--- src/rtl/page_read_gen.sv ---
module page_read_gen #(
  parameter int ADDR_W       = 10,
  parameter int BASE_ADDR    = 0,
  parameter int BLOCK_OFFSET = 128,
  parameter int NUM_READS    = 64,
  parameter int COL_STEP     = 8
) (
  input  logic              clk,
  input  logic              rst_n,
  input  logic              start,
  input  logic [2:0]        bank,
  input  logic [14:0]       row,
  input  logic [9:0]        col,
  output logic [ADDR_W-1:0] wr_addr,
  output logic [31:0]       wr_data,
  output logic              wr_en,
  output logic              busy
);
  localparam int LAST = 4*NUM_READS + 2;
  localparam int CW   = $clog2(LAST + 2);
  localparam logic [CW-1:0] IDX_LAST = CW'(LAST);
  localparam logic [CW-1:0] IDX_PRE  = CW'(4*NUM_READS);
  localparam logic [CW-1:0] IDX_GAP  = CW'(4*NUM_READS + 1);
  localparam logic [ADDR_W-1:0] START_ADDR = ADDR_W'(BASE_ADDR + BLOCK_OFFSET);
  localparam logic [10:0] F_RDW  = 11'h118;
  localparam logic [10:0] F_RDWN = 11'h11A;
  localparam logic [10:0] F_RD   = 11'h110;
  localparam logic [10:0] F_PRE  = 11'h011;
  localparam logic [10:0] F_CAL  = 11'h010;
  localparam logic [10:0] F_DONE = 11'h002;

  logic          busy_q;
  logic [CW-1:0] idx;
  logic [2:0]    ba_q;
  logic [14:0]   ra_q;
  logic [9:0]    ca_q;
  logic [14:0]   col_sum;

  always_ff @(posedge clk) begin
    if (!rst_n) begin
      busy_q <= 1'b0;
      idx    <= '0;
      ba_q   <= '0;
      ra_q   <= '0;
      ca_q   <= '0;
    end else if (!busy_q) begin
      if (start) begin
        busy_q <= 1'b1;
        idx    <= '0;
        ba_q   <= bank;
        ra_q   <= row;
        ca_q   <= col;
      end
    end else begin
      if (idx == IDX_LAST) busy_q <= 1'b0;
      idx <= idx + 1'b1;
    end
  end

  function automatic logic [31:0] word(input logic [14:0] a, input logic [2:0] b,
                                       input logic [2:0] c, input logic [10:0] f);
    return {a, b, c, f};
  endfunction

  assign col_sum = {5'b0, ca_q} + 15'(idx >> 2) * 15'(COL_STEP);

  always_comb begin
    if (idx == '0)                wr_data = word(ra_q, ba_q, 3'd4, 11'h0);
    else if (idx == CW'(1))       wr_data = word(15'd1, 3'd0, 3'd0, 11'h0);
    else if (idx == CW'(2))       wr_data = word({5'b0, ca_q}, ba_q, 3'd2, F_RDW);
    else if (idx == CW'(3))       wr_data = word(15'd0, ba_q, 3'd0, F_RDW);
    else if (idx < IDX_PRE) begin
      case (idx[1:0])
        2'd0:    wr_data = word(col_sum, ba_q, 3'd2, F_RDWN);
        2'd1:    wr_data = word(15'd0, ba_q, 3'd0, F_RDW);
        default: wr_data = word(15'd0, ba_q, 3'd0, F_RD);
      endcase
    end
    else if (idx == IDX_PRE)      wr_data = word(ra_q, ba_q, 3'd5, F_PRE);
    else if (idx == IDX_GAP)      wr_data = word(15'd2, 3'd0, 3'd0, F_CAL);
    else                          wr_data = word(15'd0, 3'd0, 3'd0, F_DONE);
  end

  assign wr_addr = START_ADDR + ADDR_W'(idx);
  assign wr_en   = busy_q;
  assign busy    = busy_q;

  a_r3_addr_step: assert property (@(posedge clk) disable iff (!rst_n)
    busy && $past(busy) |-> wr_addr == $past(wr_addr) + 1'b1);

  a_r3_first_addr: assert property (@(posedge clk) disable iff (!rst_n)
    $rose(busy) |-> wr_addr == START_ADDR);

  a_r4_opens_with_activate: assert property (@(posedge clk) disable iff (!rst_n)
    $rose(busy) |-> wr_data[13:11] == 3'd4);

  a_r9_done_is_last: assert property (@(posedge clk) disable iff (!rst_n)
    busy && wr_data[13:11] == 3'd0 && wr_data[1] |=> !busy);

  a_r10_capture_held: assert property (@(posedge clk) disable iff (!rst_n)
    busy && $past(busy) |-> $stable(ba_q) && $stable(ra_q) && $stable(ca_q));
endmodule

--- config.mk ---
export PLATFORM = sky130hd
export DESIGN_NAME = page_read_gen
export DESIGN_NICKNAME = d
export VERILOG_FILES = /design/src/rtl/page_read_gen.sv
export SDC_FILE = /design/constraint.sdc
export NUM_CORES = 1
export LEC_CHECK = 0
export BUFFER_PORTS_ARGS = -buffer_cell sky130_fd_sc_hd__clkbuf_2
export CAP_MARGIN = 5
export CORE_AREA = 2 2 70 72
export CTS_CLUSTER_SIZE = 30
export DETAILED_ROUTE_END_ITERATION = 10
export DIE_AREA = 0 0 72 74
export PLACE_DENSITY = 0.76
export SYNTH_ARGS = -nofsm -noshare
export SYNTH_HDL_FRONTEND = slang
export SYNTH_SLANG_ARGS = --single-unit
--- constraint.sdc ---
create_clock -name clk -period 2.66 [get_ports clk]
set_clock_uncertainty 0.2 [all_clocks]
set_input_delay 0.399 -clock clk [delete_from_list [all_inputs] [get_ports clk]]
set_output_delay 0.399 -clock clk [all_outputs]
set_load 0.01 [all_outputs]
Yosys cells after proc, flatten, opt, wreduce, memory -nomap -nowiden:

Index checks and enable logic that the tools add are counted.

* flip-flop bits (word level): 38
* latch bits: 0
* RAM bits: 0
* ROM bits: 0
* output and inout bits: 44
* memories: 0

* add/subtract/negate cells: 3
* multiply operators: 0
* divide/modulo/power cells: 0
* $lt $le $gt $ge: 1
* equal/unequal tests: 7
* shifts and indexed selects: 0
* multiplexer cells: 13
* bitwise logic cells: 1
* reduce and logical (&&, ||, !) cells: 4

Operator list (count)
* 32-bit 2-to-1 mux: 6
* 28-bit case mux with 2 select lines: 1
* 9-bit equality test (second input constant): 3
* 19-bit 2-to-1 mux: 1
* 9-bit by 2-bit equality test with 1-bit output (second input constant): 2
* 9-bit 2-to-1 mux: 2
* 10-bit by 10-bit adder with 11-bit output: 1
* 8-bit by 9-bit adder with 10-bit output (first input constant): 1
* 9-bit by 1-bit adder with 9-bit output (second input constant): 1
* 9-bit by 1-bit equality test with 1-bit output (second input constant): 1
* 9-bit zero test: 1
* 9-bit less-than comparator (second input constant): 1
* 1-bit 2-to-1 mux: 3
* 2-bit by 1-bit equality test with 1-bit output (second input constant): 1
* 2-bit zero test: 1
* 2-bit AND reduction: 1
* 2-bit nonzero test: 1
* 1-bit NOT: 1

Depth between registers and ports, before layout:

* word-level depth: 8
* depth in mapped cells: 7
* gate-level depth less buffers: 7

Least setup slack after synthesis:

Ideal clock, no wire load.

* path kind: reg-to-output
* from: register idx[2]
* to: output wr_data[24]
* arrival time: 1.829 ns
* data required time: 2.061 ns
* setup slack: 0.232 ns
* stages on the path, launching flop included: 8
* cell sequence: dfxtp_1 ha_1 fa_1 a21o_1 a21oi_1 xnor2_1 nand3_1 a31oi_1

* cells in the longest elaborated chain, start to end: 7

Ends and longest elaborated chain
* from (decl): RTL line 33 `logic [CW-1:0] idx;`
* from (signal assigned): RTL line 56 `idx <= idx + 1'b1;`
* 10-bit by 10-bit adder with 11-bit output / 9-bit equality test (equally long branches): RTL line 65, 79
* 28-bit case mux with 2 select lines / 32-bit 2-to-1 mux (equally long branches): RTL line 73, 79
* 32-bit 2-to-1 mux: RTL line 72 `else if (idx < IDX_PRE) begin`
* 32-bit 2-to-1 mux: RTL line 71 `else if (idx == CW'(3)) wr_data = word(15'd0, ba_q, 3'd0, F_RDW);`
* 32-bit 2-to-1 mux: RTL line 70 `else if (idx == CW'(2)) wr_data = word({5'b0, ca_q}, ba_q, 3'd2, F_RDW);`
* 32-bit 2-to-1 mux: RTL line 69 `else if (idx == CW'(1)) wr_data = word(15'd1, 3'd0, 3'd0, 11'h0);`
* 32-bit 2-to-1 mux *: RTL line 68 `if (idx == '0) wr_data = word(ra_q, ba_q, 3'd4, 11'h0);`
* to (decl): RTL line 15 `output logic [31:0] wr_data,`

Every way passes the cells marked *; elsewhere a longest branch is shown, timed or not.

Worst setup path in the final report:

* from: register ca_q[3]
* to: output wr_data[24]

* cells in the longest elaborated chain, start to end: 7

Ends and longest elaborated chain
* from (decl): RTL line 36 `logic [9:0] ca_q;`
* from (signal assigned): RTL line 52 `ca_q <= col;`
* 10-bit by 10-bit adder with 11-bit output: RTL line 65 `assign col_sum = {5'b0, ca_q} + 15'(idx >> 2) * 15'(COL_STEP);`
* 28-bit case mux with 2 select lines: RTL line 73 `case (idx[1:0])`
* 32-bit 2-to-1 mux: RTL line 72
* 32-bit 2-to-1 mux: RTL line 71
* 32-bit 2-to-1 mux: RTL line 70
* 32-bit 2-to-1 mux: RTL line 69
* 32-bit 2-to-1 mux: RTL line 68

Every way passes these cells.

==> impl_metrics.tcl <==
set metrics [dict create \
    hold_viol 0 \
    p_leak_nw 1.26 \
    p_clk_share_pct 36.8 \
    antenna_found_initial 0 \
    drt_iter0_drc 146 \
    design.core.area_sq_um 4600 \
    fin_nets 399 \
    rsz0062_at_grt "yes" \
    cts_buffers 5 \
    die-area_sq_um 5330 \
    portBuffers 68 \
    avgRoutedWirePerCell_um 14.3 \
    combPwrFrac_pct 16.2 \
    dr.pass1.iters 4 \
    grt_max_degree 21 \
    finalCritPeriodShare_pct 102 \
    async_flop_share_pct 0 \
    ios 75 \
    gp_congestion 0.902 \
    worstSetupEndpointType "output port" \
    h-tree-depth 2 \
    path_max_fanout 3 \
    wl_um 5880 \
    vias 2216 \
    synth_seq_area_share_pct 34.0 \
    cts_tree "built" \
    setup_ws_ns -0.0566 \
    area_delta_synth_final_pct 23.7 \
    ant_nets 0 \
    netSwitchingFraction_pct 26.5 \
    dpl.hpwl_um 4300 \
    track_usage_pct 22.9 \
    worst_pin_slew_ns 0.598 \
    clockBufferDepth 2 \
    timing.fmax_mhz 368 \
    synth_top_area_cell "dfxtp_1" \
    ys_ff_latch 38 \
    drc 0 \
    netlist_area_sq_um 2240 \
    drv_slew 0 \
    cts_root_buf "clkbuf_8" \
    diodes 0 \
    worst_ep_required_time_ns 2.06 \
    peakVddDrop_mv 0.327 \
    cp-start-kind "flip-flop" \
    p_sw_mw 0.349 \
    crit_arrival_ns 2.12 \
    maxCapViolations 0 \
    grt_pass1_wl_um 9510 \
    finalSetupViolCount 1 \
    avgViaCountPerCell 5.40 \
    yosysTopAreaCellShare_pct 34.0 \
    fin_total_pwr_mw 1.31 \
    grt_overflow_total 0 \
    powerDensity_nw_per_um2 475 \
    critPathKind "reg2out" \
    start_util_pct 48.7 \
    die_h_um 74 \
    violations "setup timing" \
    synth_enable_flop_cells 0 \
    worstSkewPairLatency_ns 0.29 \
    status "finished, violations left" \
    dieWidth_um 72 \
    grt_pass1_vias 2063 \
    pwr-share-seq_pct 47.0 \
    slew-limit-headroom_pct 60.0 \
    yosys_warnings 0 \
    dp_worst_setup_slack_ns 0.113 \
    path_clk_slew_ns 0.08 \
    hold_path.class "in2reg" \
    yosys_most_used_dff "dfxtp_1" \
    avgSynthCellArea_sq_um 7.74 \
    drive_above_1_share_pct 32.3 \
    synth_area_leaders "dfxtp_1 (34%), nand2_1 (12%), a21oi_1 (9.2%)" \
    cts_num_sinks 38 \
    rows 25 \
    final.min_clock_period_ns 2.72 \
    internal_power_mw 0.965 \
    syn-instance-count 289 \
    synth.distinct_cells 46 \
]
[cell families after synthesis]
| kind of cell | count (synthesis) | synth area share, % |
|---|---|---|
| AO/OA/AOI/OAI | 73 | 19.6 |
| XOR/XNOR | 9 | 3.52 |
| adder cells (fa/ha/maj) | 13 | 7.61 |
| buffers and inverters | 35 | 8.72 |
| flip-flops | 38 | 34.0 |
| multiplexers | 2 | 1.01 |
| other | 1 | 0.168 |
| AND/OR/NAND/NOR | 118 | 25.4 |
[cell usage in the layout, fill, tap and decap left out, types with 4 or more instances in the layout]
master,n
a21oi_1,40
and3_1,5
buf_4,14
clkbuf_2,67
clkbuf_8,5
conb_1,6
dfxtp_1,33
dfxtp_2,4
ha_1,9
inv_1,7
nand2_1,71
nand4_1,4
nor2_1,13
nor3_1,4
o21ai_0,4
o21ai_1,4
xnor2_1,7
[state kept, by name, indices dropped and copies added, names as in the netlist]
signal  count
idx         9
ra_q       15
ba_q        3
busy        1
ca_q       10
[layer usage]
| layer | part of all wire, % | track usage [%] |
|---|---|---|
| met5 | 0 | 0 |
| met4 | 2.7 | 10.9 |
| met3 | 5.5 | 4.88 |
| met2 | 50 | 39.3 |
| met1 | 42 | 27.5 |
[critical path: stages (launching register included)]
cell     delay (ns)
dfxtp_2        0.34
ha_4           0.16
fa_2           0.35
a21o_1         0.18
a21oi_2        0.15
xnor2_1        0.15
nand3_1        0.10
a31oi_1        0.23
buf_2          0.17
[metrics by stage]
stage	hold WS [ns]	instances	cell area, sq um	util, %	TNS, ns
after floorplan	0.232	294	2260	-	0
after global placement	0.238	396	2560	55.6	0
after detailed placement	0.242	396	2560	55.6	0
after CTS	0.117	407	2730	59.3	-0.0962
after global routing	0.125	410	2770	60.2	-0.315
final	0.121	410	2770	60.2	-0.0566
[final cells by class]
class,instances,area (sq um)
clock inverter,1,30.0
timing repair buffer,82,445
multi-input combinational,221,1350
inverter,7,26.3
sequential,38,769
clock buffer,7,76.3
tap,54,67.6
fill,420,1830
[path summary, 6_finish.rpt]
path / endpoint / startpoint / cells past startpoint / slack (ns)
hold reg to reg: ra_q[14]$_SDFFE_PN0P_ / ra_q[14]$_SDFFE_PN0P_ / 2 / 0.25
hold / removal: ba_q[0]$_SDFFE_PN0P_ / bank[0] / 3 / 0.12
setup reg to reg: ca_q[0]$_SDFFE_PN0P_ / busy$_SDFF_PN0_ / 4 / 0.75
setup / recovery: wr_data[24] / ca_q[3]$_SDFFE_PN0P_ / 8 / -0.06
[cell usage after synthesis, types with 2 or more instances]
cell type / instances
nand2_1: 71
a21oi_1: 41
dfxtp_1: 38
buf_4: 16
nor2_1: 13
ha_1: 12
clkbuf_1: 8
inv_1: 7
xnor2_1: 7
and3_1: 5
nor3_1: 5
a211oi_1: 4
a22oi_1: 4
nand4_1: 4
nor2b_1: 4
o21ai_0: 4
o21ai_1: 4
a21o_1: 3
buf_2: 3
o211ai_1: 3
a22o_1: 2
mux2_2: 2
nand3_1: 2
nand3_2: 2
o21bai_1: 2
or3_1: 2
xor2_1: 2
[power groups by stage]
stage / clock network (mW) / logic [mW] / registers [mW]
after floorplan: 0 / 0.142 / 0.622
after global placement: 0 / 0.203 / 0.628
after detailed placement: 0 / 0.207 / 0.629
after CTS: 0.491 / 0.211 / 0.617
after global routing: 0.516 / 0.235 / 0.622
final: 0.484 / 0.213 / 0.617
[timing repair]
action | 4_1_cts | 5_1_grt
endpoints found under the setup margin | 14 | 13
hold buffers | 0 | 0
hold endpoints to repair | 0 | 0
pin swaps | 8 | 10
gates resized for setup | 14 | 6
setup buffers | 3 | 3
Note: power is estimated with default switching activity, not from simulation.
